## src/rtl/rtc_cal_pkg.sv

```systemverilog
`timescale 1ns/1ps
package rtc_cal_pkg;
  localparam int unsigned ADDR_W = 3;
  typedef logic [7:0] byte_t;

  typedef enum logic [ADDR_W-1:0] {
    A_SEC  = 3'd0,
    A_MIN  = 3'd1,
    A_HOUR = 3'd2,
    A_WDAY = 3'd3,
    A_DATE = 3'd4,
    A_MON  = 3'd5,
    A_YEAR = 3'd6,
    A_CTRL = 3'd7
  } reg_addr_e;

  localparam byte_t MASK_SEXA = 8'h7F;
  localparam byte_t MASK_HOUR = 8'h7F;
  localparam byte_t MASK_WDAY = 8'h07;
  localparam byte_t MASK_DATE = 8'h3F;
  localparam byte_t MASK_MON  = 8'h1F;
  localparam byte_t MASK_YEAR = 8'hFF;
  localparam byte_t MASK_CTRL = 8'h80;

  localparam int unsigned HR12_BIT = 6;
  localparam int unsigned PM_BIT   = 5;
  localparam int unsigned HALT_BIT = 7;

  function automatic byte_t bcd_inc(byte_t v);
    if (v[3:0] >= 4'd9) return {v[7:4] + 4'd1, 4'd0};
    return {v[7:4], v[3:0] + 4'd1};
  endfunction

  // BCD year divisible by 4: even tens with 0/4/8, odd tens with 2/6
  function automatic logic leap_year(byte_t y);
    if (y[4]) return (y[3:0] == 4'd2) || (y[3:0] == 4'd6);
    return (y[3:0] == 4'd0) || (y[3:0] == 4'd4) || (y[3:0] == 4'd8);
  endfunction

  function automatic byte_t month_end(byte_t mon, byte_t yr);
    case (mon)
      8'h02:                      return leap_year(yr) ? 8'h29 : 8'h28;
      8'h04, 8'h06, 8'h09, 8'h11: return 8'h30;
      default:                    return 8'h31;
    endcase
  endfunction
endpackage

```

## src/rtl/rtc_cal_prescaler.sv

```systemverilog
`timescale 1ns/1ps
module rtc_cal_prescaler #(
  parameter int unsigned TICKS_PER_SEC = 4
) (
  input  logic clk_i,
  input  logic rst_ni,
  input  logic tick_i,
  input  logic halt_i,
  input  logic restart_i,
  output logic sec_stb_o
);
  localparam int unsigned CW = (TICKS_PER_SEC > 1) ? $clog2(TICKS_PER_SEC) : 1;
  localparam logic [CW-1:0] LAST = CW'(TICKS_PER_SEC - 1);

  logic [CW-1:0] cnt_q;
  logic          at_last;

  assign at_last = (cnt_q == LAST);

  always_ff @(posedge clk_i or negedge rst_ni) begin
    if (!rst_ni)                cnt_q <= '0;
    else if (restart_i)         cnt_q <= '0;
    else if (tick_i && !halt_i) cnt_q <= at_last ? '0 : cnt_q + 1'b1;
  end

  assign sec_stb_o = tick_i & ~halt_i & ~restart_i & at_last;

  AST_HALT_HOLDS_PHASE: assert property (@(posedge clk_i) disable iff (!rst_ni)
    (halt_i && !restart_i) |=> $stable(cnt_q));
  AST_RESTART_CLEARS_PHASE: assert property (@(posedge clk_i) disable iff (!rst_ni)
    restart_i |=> (cnt_q == '0));
  AST_STB_NOT_ON_RESTART: assert property (@(posedge clk_i) disable iff (!rst_ni)
    sec_stb_o |=> (cnt_q == '0));
endmodule

```

## src/rtl/rtc_cal_clock.sv

```systemverilog
`timescale 1ns/1ps
module rtc_cal_clock
  import rtc_cal_pkg::*;
(
  input  logic       clk_i,
  input  logic       rst_ni,
  input  logic       sec_stb_i,
  input  logic [2:0] we_i,
  input  byte_t      wdata_i,
  output byte_t      sec_o,
  output byte_t      min_o,
  output byte_t      hour_o,
  output logic       day_stb_o
);
  logic [2:0] stb;
  byte_t      hour_q, hour_nxt;
  logic       hour_roll;

  assign stb[0] = sec_stb_i;

  // seconds and minutes share one base-60 counter shape
  for (genvar i = 0; i < 2; i++) begin : g_sexa
    byte_t q;
    logic  wrap;
    assign wrap     = (q >= 8'h59);
    assign stb[i+1] = stb[i] & wrap;
    always_ff @(posedge clk_i or negedge rst_ni) begin
      if (!rst_ni)     q <= 8'h00;
      else if (we_i[i]) q <= wdata_i & MASK_SEXA;
      else if (stb[i])  q <= wrap ? 8'h00 : bcd_inc(q);
    end
  end

  assign sec_o = g_sexa[0].q;
  assign min_o = g_sexa[1].q;

  always_comb begin
    byte_t inc;
    hour_roll = 1'b0;
    if (!hour_q[HR12_BIT]) begin
      inc = bcd_inc({2'b00, hour_q[5:0]});
      if (hour_q[5:0] >= 6'h23) begin
        hour_nxt  = 8'h00;
        hour_roll = 1'b1;
      end else begin
        hour_nxt = {2'b00, inc[5:0]};
      end
    end else begin
      inc = bcd_inc({3'b000, hour_q[4:0]});
      if (hour_q[4:0] == 5'h12) begin
        hour_nxt = {2'b01, hour_q[PM_BIT], 5'h01};
      end else if (hour_q[4:0] == 5'h11) begin
        hour_nxt  = {2'b01, ~hour_q[PM_BIT], 5'h12};
        hour_roll = hour_q[PM_BIT];
      end else begin
        hour_nxt = {2'b01, hour_q[PM_BIT], inc[4:0]};
      end
    end
  end

  always_ff @(posedge clk_i or negedge rst_ni) begin
    if (!rst_ni)      hour_q <= 8'h00;
    else if (we_i[2]) hour_q <= wdata_i & MASK_HOUR;
    else if (stb[2])  hour_q <= hour_nxt;
  end

  assign hour_o    = hour_q;
  assign day_stb_o = stb[2] & hour_roll;

  AST_SEC_WRAP: assert property (@(posedge clk_i) disable iff (!rst_ni)
    (sec_stb_i && we_i == 3'b000 && sec_o == 8'h59) |=> (sec_o == 8'h00));
  AST_IDLE_HOLDS: assert property (@(posedge clk_i) disable iff (!rst_ni)
    (!sec_stb_i && we_i == 3'b000) |=> ($stable(sec_o) && $stable(min_o) && $stable(hour_q)));
  AST_H24_WRAP: assert property (@(posedge clk_i) disable iff (!rst_ni)
    (stb[2] && we_i == 3'b000 && hour_q == 8'h23) |=> (hour_q == 8'h00));
  AST_PM_MIDNIGHT: assert property (@(posedge clk_i) disable iff (!rst_ni)
    (stb[2] && hour_q == 8'h71) |-> day_stb_o);
  AST_NOON_NO_DAY: assert property (@(posedge clk_i) disable iff (!rst_ni)
    (hour_q == 8'h51) |-> !day_stb_o);
endmodule

```

## src/rtl/rtc_cal_date.sv

```systemverilog
`timescale 1ns/1ps
module rtc_cal_date
  import rtc_cal_pkg::*;
(
  input  logic       clk_i,
  input  logic       rst_ni,
  input  logic       day_stb_i,
  input  logic [3:0] we_i,
  input  byte_t      wdata_i,
  output byte_t      wday_o,
  output byte_t      date_o,
  output byte_t      mon_o,
  output byte_t      year_o
);
  byte_t wday_q, date_q, mon_q, year_q;
  logic  date_wrap, mon_wrap, mon_stb, year_stb;

  assign date_wrap = (date_q >= month_end(mon_q, year_q));
  assign mon_wrap  = (mon_q >= 8'h12);
  assign mon_stb   = day_stb_i & date_wrap;
  assign year_stb  = mon_stb & mon_wrap;

  always_ff @(posedge clk_i or negedge rst_ni) begin
    if (!rst_ni)        wday_q <= 8'h01;
    else if (we_i[0])   wday_q <= wdata_i & MASK_WDAY;
    else if (day_stb_i) wday_q <= (wday_q >= 8'h07) ? 8'h01 : wday_q + 8'h01;
  end

  always_ff @(posedge clk_i or negedge rst_ni) begin
    if (!rst_ni)        date_q <= 8'h01;
    else if (we_i[1])   date_q <= wdata_i & MASK_DATE;
    else if (day_stb_i) date_q <= date_wrap ? 8'h01 : bcd_inc(date_q);
  end

  always_ff @(posedge clk_i or negedge rst_ni) begin
    if (!rst_ni)      mon_q <= 8'h01;
    else if (we_i[2]) mon_q <= wdata_i & MASK_MON;
    else if (mon_stb) mon_q <= mon_wrap ? 8'h01 : bcd_inc(mon_q);
  end

  always_ff @(posedge clk_i or negedge rst_ni) begin
    if (!rst_ni)       year_q <= 8'h00;
    else if (we_i[3])  year_q <= wdata_i & MASK_YEAR;
    else if (year_stb) year_q <= (year_q >= 8'h99) ? 8'h00 : bcd_inc(year_q);
  end

  assign wday_o = wday_q;
  assign date_o = date_q;
  assign mon_o  = mon_q;
  assign year_o = year_q;

  AST_WDAY_WRAP: assert property (@(posedge clk_i) disable iff (!rst_ni)
    (day_stb_i && we_i == 4'b0000 && wday_q == 8'h07) |=> (wday_q == 8'h01));
  AST_FEB_LEAP: assert property (@(posedge clk_i) disable iff (!rst_ni)
    (day_stb_i && we_i == 4'b0000 && mon_q == 8'h02 && date_q == 8'h28 && year_q == 8'h24)
    |=> (date_q == 8'h29));
  AST_YEAR_WRAP: assert property (@(posedge clk_i) disable iff (!rst_ni)
    (year_stb && we_i == 4'b0000 && year_q == 8'h99) |=> (year_q == 8'h00));
  AST_DATE_HOLD: assert property (@(posedge clk_i) disable iff (!rst_ni)
    (!day_stb_i && we_i == 4'b0000) |=> ($stable(date_q) && $stable(mon_q) && $stable(year_q)));
endmodule

```

## src/rtl/rtc_cal_top.sv

```systemverilog
`timescale 1ns/1ps
module rtc_cal_top
  import rtc_cal_pkg::*;
#(
  parameter int unsigned TICKS_PER_SEC = 4
) (
  input  logic       clk_i,
  input  logic       rst_ni,
  input  logic       tick_i,
  input  logic       wr_en_i,
  input  logic [2:0] wr_addr_i,
  input  logic [7:0] wr_data_i,
  input  logic [2:0] rd_addr_i,
  output logic [7:0] rd_data_o
);
  localparam int unsigned NREG = 1 << ADDR_W;

  logic [NREG-1:0] fld_we;
  logic            time_wr, halt_q, sec_stb, day_stb;
  byte_t           sec, min, hour, wday, date, mon, year;

  assign fld_we  = wr_en_i ? (NREG'(1) << wr_addr_i) : '0;
  assign time_wr = wr_en_i && (wr_addr_i != A_CTRL);

  always_ff @(posedge clk_i or negedge rst_ni) begin
    if (!rst_ni)             halt_q <= 1'b0;
    else if (fld_we[A_CTRL]) halt_q <= wr_data_i[HALT_BIT];
  end

  rtc_cal_prescaler #(.TICKS_PER_SEC(TICKS_PER_SEC)) u_presc (
    .clk_i     (clk_i),
    .rst_ni    (rst_ni),
    .tick_i    (tick_i),
    .halt_i    (halt_q),
    .restart_i (time_wr),
    .sec_stb_o (sec_stb)
  );

  rtc_cal_clock u_clock (
    .clk_i     (clk_i),
    .rst_ni    (rst_ni),
    .sec_stb_i (sec_stb),
    .we_i      (fld_we[A_HOUR:A_SEC]),
    .wdata_i   (wr_data_i),
    .sec_o     (sec),
    .min_o     (min),
    .hour_o    (hour),
    .day_stb_o (day_stb)
  );

  rtc_cal_date u_date (
    .clk_i     (clk_i),
    .rst_ni    (rst_ni),
    .day_stb_i (day_stb),
    .we_i      (fld_we[A_YEAR:A_WDAY]),
    .wdata_i   (wr_data_i),
    .wday_o    (wday),
    .date_o    (date),
    .mon_o     (mon),
    .year_o    (year)
  );

  always_comb begin
    case (rd_addr_i)
      A_SEC:   rd_data_o = sec;
      A_MIN:   rd_data_o = min;
      A_HOUR:  rd_data_o = hour;
      A_WDAY:  rd_data_o = wday;
      A_DATE:  rd_data_o = date;
      A_MON:   rd_data_o = mon;
      A_YEAR:  rd_data_o = year;
      default: rd_data_o = {halt_q, 7'b0};
    endcase
  end

  AST_HALT_NO_ADVANCE: assert property (@(posedge clk_i) disable iff (!rst_ni)
    halt_q |-> !sec_stb);
  AST_WRITE_DROPS_SECOND: assert property (@(posedge clk_i) disable iff (!rst_ni)
    time_wr |-> !sec_stb);
endmodule

```

## config.mk

```make
export PLATFORM = sky130hd
export DESIGN_NAME = rtc_cal_top
export DESIGN_NICKNAME = d
export VERILOG_FILES = /design/src/rtl/rtc_cal_pkg.sv /design/src/rtl/rtc_cal_prescaler.sv /design/src/rtl/rtc_cal_clock.sv /design/src/rtl/rtc_cal_date.sv /design/src/rtl/rtc_cal_top.sv
export SDC_FILE = /design/constraint.sdc
export NUM_CORES = 1
export LEC_CHECK = 0
export ABC_AREA = 1
export BUFFER_PORTS_ARGS = -buffer_cell sky130_fd_sc_hd__buf_4
export CAP_MARGIN = 15
export CORE_MARGIN = 1
export CORE_UTILIZATION = 57
export DETAILED_ROUTE_END_ITERATION = 7
export GPL_TIMING_DRIVEN = 0
export MAX_ROUTING_LAYER = met4
export PLACE_DENSITY = 0.82
export SLEW_MARGIN = 40
export SYNTH_ARGS = -nofsm -noshare
export SYNTH_HDL_FRONTEND = slang
export SYNTH_HIERARCHICAL = 1
export SYNTH_SLANG_ARGS = --single-unit
```

## constraint.sdc

```tcl
create_clock -name clk_i -period 2.33 [get_ports clk_i]
set_clock_uncertainty 0.1 [all_clocks]
set_input_delay 0 -clock clk_i [delete_from_list [all_inputs] [get_ports clk_i]]
set_output_delay 0 -clock clk_i [all_outputs]
set_load 0.01 [all_outputs]
```

Word level (Yosys, flattened, before mapping) --
Cells that the tools add are included.
Cells by class: $add $sub $neg 15, magnitude comparators 13, equality and inequality tests 22, shift operators 1, multiplexer cells 72, bitwise gates (word level) 11, reductions and logical operators 30
Operator list (count):
- $mux W8 | 33
- $pmux W8 S7 | 1
- $add A4 B1 Y4 const B | 11
- $mux W1 | 28
- $ge A4 B4 Y1 const B | 6
- $mux W6 | 4
- $eq A8 B3 Y1 const B | 2
- $ge A8 B7 Y1 const B | 2
- $pmux W8 S2 | 1
- $reduce_bool A2 Y1 | 8
- $reduce_bool A3 Y1 | 5
- $eq A5 B5 Y1 const B | 2
- $mux W5 | 2
- $reduce_and A2 Y1 | 5
- $eq A3 B3 Y1 const B | 3
- $ne A3 B3 Y1 const B | 3
- $add A8 B1 Y8 const B | 1
- $and A1 B1 Y1 | 8
- $eq A4 B3 Y1 const B | 2
- $eq A8 B2 Y1 const B | 1
- $eq A8 B4 Y1 const B | 1
- $eq A8 B5 Y1 const B | 1
- $ge A8 B3 Y1 const B | 1
- $ge A8 B5 Y1 const B | 1
- 23 further kinds | 32
Word-level totals: register bits 59

Longest topological paths before layout --
depth in word-level cells 16, gate-level depth with buffers 19

Cells and area by module --
The synthesis kept the hierarchy.
By module, submodules not included:
- rtc_cal_date | instances 1, cells an instance 323, area each 2401.1 µm², seq. area each 804.5 µm²
- rtc_cal_clock | instances 1, cells an instance 251, area each 1786.7 µm², seq. area each 575.6 µm²
- rtc_cal_top | instances 1, cells an instance 153, area each 744.5 µm², seq. area each 25.0 µm²
- rtc_cal_prescaler | instances 1, cells an instance 17, area each 123.9 µm², seq. area each 50.0 µm²

Least setup slack after synthesis --
OpenSTA, ideal clock, no wires.
path kind reg-to-reg, from reg u_date.mon_q[0] (netlist: u_date/mon_o[0]), to reg u_date.mon_q[3] (netlist: u_date/mon_o[3]), setup time 124 ps, arrival time 2220 ps, data required time 2106 ps, path slack -114 ps, cell stages (with the launch flop) 19, clock period less this slack 2444 ps, cells stage by stage dfstp_2 inv_1 ha_1 o21ai_0 o21ai_0 nand4_1 nand3_1 o31ai_1 ha_1 nand2_1 inv_1 nand2_1 nor2_1 nor2_2 nand2_2 nand2_1 nand2_4 nand2_1 nand3_1
On the way: word-level cells in the longest chain between the ends 8, elaborated cells between the ends (all ways) 20, classes of those cells 1 x add/sub; 3 x order compare; 5 x eq/ne; 8 x mux; 1 x bitwise; 2 x reduce/logical
RTL lines:
- start: declaration | line rtc_cal_date.sv:15 | byte_t wday_q, date_q, mon_q, year_q;
- start signal: assignment | line rtc_cal_date.sv:37 | else if (we_i[2]) mon_q <= wdata_i & MASK_MON;
- start signal: assignment | line rtc_cal_date.sv:38 | else if (mon_stb) mon_q <= mon_wrap ? 8'h01 : bcd_inc(mon_q);
- branches (longest 8 deep; another with $ge A8 B8 Y1)
Several ways; the timed one is not identified. The select of a mux whose other input is x is not followed. A chain may end at the register's enable or synchronous reset.

Worst setup path after layout --
from reg u_date.mon_q[0] (netlist: u_date/mon_o[0]), to reg u_date.year_q[4] (netlist: u_date/year_o[4])
On the way: word-level cells in the longest chain between the ends 8, elaborated cells between the ends (all ways) 13, classes of those cells 2 x order compare; 5 x eq/ne; 1 x mux; 2 x bitwise; 3 x reduce/logical
RTL lines:
- $eq A8 B3 Y1 (tied with other cells) | line rtc_cal_pkg.sv:41 | case (mon)
- $reduce_or A4 Y1 | line rtc_cal_pkg.sv:41
- $pmux W8 S2 | line rtc_cal_pkg.sv:41
- $ge A8 B8 Y1 | line rtc_cal_date.sv:18 | assign date_wrap = (date_q >= month_end(mon_q, year_q));
- $and A1 B1 Y1 | line rtc_cal_date.sv:20 | assign mon_stb = day_stb_i & date_wrap;
- $and A1 B1 Y1 (*) | line rtc_cal_date.sv:21 | assign year_stb = mon_stb & mon_wrap;
- $reduce_bool A2 Y1 (no source line) (*)
- $reduce_and A2 Y1 (no source line) (*)
- end signal: assignment | line rtc_cal_date.sv:43 | else if (we_i[3]) year_q <= wdata_i & MASK_YEAR;
- end signal: assignment | line rtc_cal_date.sv:44 | else if (year_stb) year_q <= (year_q >= 8'h99) ? 8'h00 : bcd_inc(year_q);
- end: declaration | line rtc_cal_date.sv:15
Mark *: on every way between the ends. The rest lies on a longest branch, timed or not.

==> metrics.md <==
| Metric | Value |
|---|---|
| FMAX | between 300 and 400 MHz |
| Hold_ws | 0.0545 ns |
| Die X | roughly 96 um |
| CTS tree | built |
| Power Density | 862 nW/um^2 |
| Routed WL | around 14000 um |
| Largest net degree at the start of global routing | 59 |
| CTS buffer count | 9 |
| Ys Warns | 6 |
| Post-synth EDFFs | 0 |
| Vias | slightly above 5000 |
| Slew headroom | 57.9% |
| DR vias/cell | 5.62 |
| Initial DRC Count | 366 |
| Max-cap viol count | 0 |
| Pleak | between 3 and 4 nW |
| Final Max Slew Viols | 0 |
| Most common cell after layout, fill and taps aside | nand2_1 |
| Max VDD drop | approximately 0.0006 V |
| Fin crit period | about 2.6 ns |
| Sequential share of the synthesized area | 28.8% |
| I/O pin total | 26 |
| Die Footprint | just over 9000 sq um |
| Tot GR Track Use | about a third |
| Async S/R FF share, synth | between 90% and 100% |
| Top cell type by total area after synthesis | dfrtp_1 |
| Hold Path Class | input port to async pin |
| Final-layout fill cell count | approximately 650 |
| Worst endpoint required time | 2.52 ns |
| Kind of end point of the critical path | flip-flop |
| Crit path max-delay family | simple AND/OR/NAND/NOR gates |
| Total gr overflow | 0 |
| First-pass iteration count of the detailed router | 5 |
| Critical Path Fanout Max | 5 |
| Worst skew pair latency | around 0.35 ns |
| Crit-path slowest cell | dfstp_2 |
| Vias in the first global route | roughly 4800 |
| # clock sinks | 58 |
| Final Cell Area | 6130 sq um |
| # setup viols final | 24 |
| Status | finished with violations |
| CP max stage delay | ~0.59 ns |
| Most frequent cells in the layout | nand2_1, inv_1, nor2_1 |
| Worst path cell trace | inv_4 > ha_4 > o21ai_2 > o21ai_1 > nand4_1 > nand3_2 > o31ai_4 > ha_1 > nand2_1 > inv_1 > nand2_2 > nor2_4 > nor2_4 > nand2_4 > nand3_4 > nand2_8 > nand2_4 > nand2_1 > nand2_1 |
| Layout cells sized above 1 | 22.5% |
| Distinct cells, synth | 45 |
| Mapped cell area | roughly 5000 sq um |
| Gate Count Post-Synth | 744 |
| WL per Instance | approximately 15 um |
| Layout net count | a little under 900 |
| Placement Rows | 33 |
| Antenna violations before repair | 0 |
| Part of the cycle the worst path needs | 113% |
| Clock slew at reported path FFs | around 0.080 ns |
| Critical path type | flip-flop to flip-flop |
| DP HPWL | between 10000 and 15000 um |
| Worst slew pin tran | 0.629 ns |
| Flops & latches, synth | 58 |
| Placer Congestion | ~1 |
| Arrival @ worst endpoint | about 2.8 ns |
| Post-Syn Nets | ~800 |
| CTS Buffer Depth | 2 |
| Post-route setup slack | -0.292 ns |
| Die Ht | around 96 um |
| Core area | ~8400 sq um |
| Most frequent CP cell | nand2_1 |
| # port buffers | 24 |
| Violated checks | negative setup slack |
| H-tree depth | 3 |
| N_diodes | 0 |
| DRC | 0 |
| Final hold vios | 0 |
| Antenna-violating nets left | 0 |
| Most used DFF post-synth | dfrtp_1 |
| Avg Inst Size Synth | slightly below 7 sq um |
| RSZ-0062 raised after global routing | true |
| Post-synth top area share | between 20% and 30% |
| Top cells by area, synth | dfrtp_1, nand2_1, ha_1, inv_1, nand3_1 |
| Final Util | ~73% |
| Clock root buffer | clkbuf_8 |
| Total power | ~5.3 mW |
| Placed Area | approximately 5400 sq um |
| Starting density of the core | about 60% |
| Area growth syn-to-layout | 21.3% |
| CP startpoint kind | flip-flop |
| First-pass GRT wire length | between 20000 and 25000 um |
| Crit path buffers/inverters | 2 |
[report_power, final]
| group | switching (mW) | internal (mW) | total, mW |
|---|---|---|---|
| clock network | 0.458 | 0.500 | 0.957 |
| logic | 1.51 | 1.06 | 2.57 |
| registers | 0.450 | 1.30 | 1.75 |
[synth_stat cells, types with 4 or more instances]
master / number
nand3_1: 69
o21ai_2: 4
nand2_4: 6
ha_1: 40
dfrtp_1: 55
o21ai_0: 30
nand2_2: 12
nand4_1: 30
nor3_1: 4
xor2_1: 8
inv_1: 95
a21oi_1: 9
nor2_1: 73
xnor2_1: 7
nand3_2: 5
nor2_2: 8
nand2_1: 231
buf_6: 4
inv_2: 7
[layer usage]
| metal | wire length [um] | part of all wire (%) | GRT usage [%] | vias to the layer above |
|---|---|---|---|---|
| li1 | - | - | - | 2508 |
| met3 | 762 | 5.4 | 5.53 | 38 |
| met4 | 463 | 3.3 | 13.9 | 0 |
| met2 | 6780 | 48 | 53.0 | 190 |
| met5 | 0 | 0 | - | - |
| met1 | 6080 | 43 | 40.1 | 2438 |
[final cells by class]
type / instances / area, sq um / area share (%)
Multi-Input combinational cell: 570 / 3380 / 55.2
Clock inverter: 7 / 77.6 / 1.27
Inverter: 106 / 413 / 6.73
Tap cell: 105 / 131 / 2.14
Buffer: 12 / 106 / 1.73
Sequential cell: 58 / 1460 / 23.8
Clock buffer: 9 / 124 / 2.02
Timing Repair Buffer: 53 / 435 / 7.10
[repair_timing]
action	4_1_cts	5_1_grt
endpoints found under the hold margin	101	0
setup buffers	5	12
resized for setup	18	58
pin swaps	8	19
hold buffers	12	0
setup endpoints to repair	32	28
cloned	2	0
[kinds of logic after synthesis]
kind of cell               count (synthesis)  share of synthesized area, %
AOI/OAI and AO/OA                         59                          6.85
xor gates and xnor gates                  15                          2.60
adders and majority gates                 40                          9.90
buffers and inverters                    118                          10.1
DFF                                       58                          28.8
other                                      1                        0.0742
and+or+nand+nor                          453                          41.7
[metrics by stage]
step / TNS [ns] / instances / setup slack [ns]
4_1_cts: -4.87 / 908 / -0.240
3_5_place_dp: -10.63 / 873 / -0.432
3_3_place_gp: -9.22 / 873 / -0.378
6_report: -5.92 / 920 / -0.292
2_1_floorplan: -0.756 / 744 / -0.0572
5_1_grt: -8.36 / 920 / -0.417
[sequential cells by signal, indices dropped and copies added (netlist names)]
register	flops
u_clock/hour_o	7
u_clock/min_o	8
u_date/date_o	8
u_date/wday_o	8
u_date/mon_o	8
u_presc/cnt_q	2
u_clock/sec_o	8
halt_q	1
u_date/year_o	8
[worst reg2reg max path: cells and delay by family, from the launching register on]
kind            cells  cell delay (ns)
flops               1             0.59
simple gates       12             1.09
buf+inv             2             0.10
compound gates      3             0.28
fa+ha+maj           2             0.41
[worst paths after layout]
kind | depth (start not counted) | slack (ns) | endpoint | startpoint
max reg2reg | 19 | -0.29 | u_date/year_o[4] | u_date/mon_o[0]
min | 2 | 0.05 | u_clock/sec_o[4] | rst_ni
max | 19 | -0.29 | u_date/year_o[4] | u_date/mon_o[0]
max in group asynchronous | 2 | 1.61 | u_date/mon_o[3] | rst_ni
min in group clk_i | 5 | 0.07 | u_date/wday_o[1] | wr_addr_i[0]
min reg2reg | 2 | 0.44 | u_date/wday_o[6] | u_date/wday_o[6]
No activity file was read; power rests on OpenSTA's default activity.
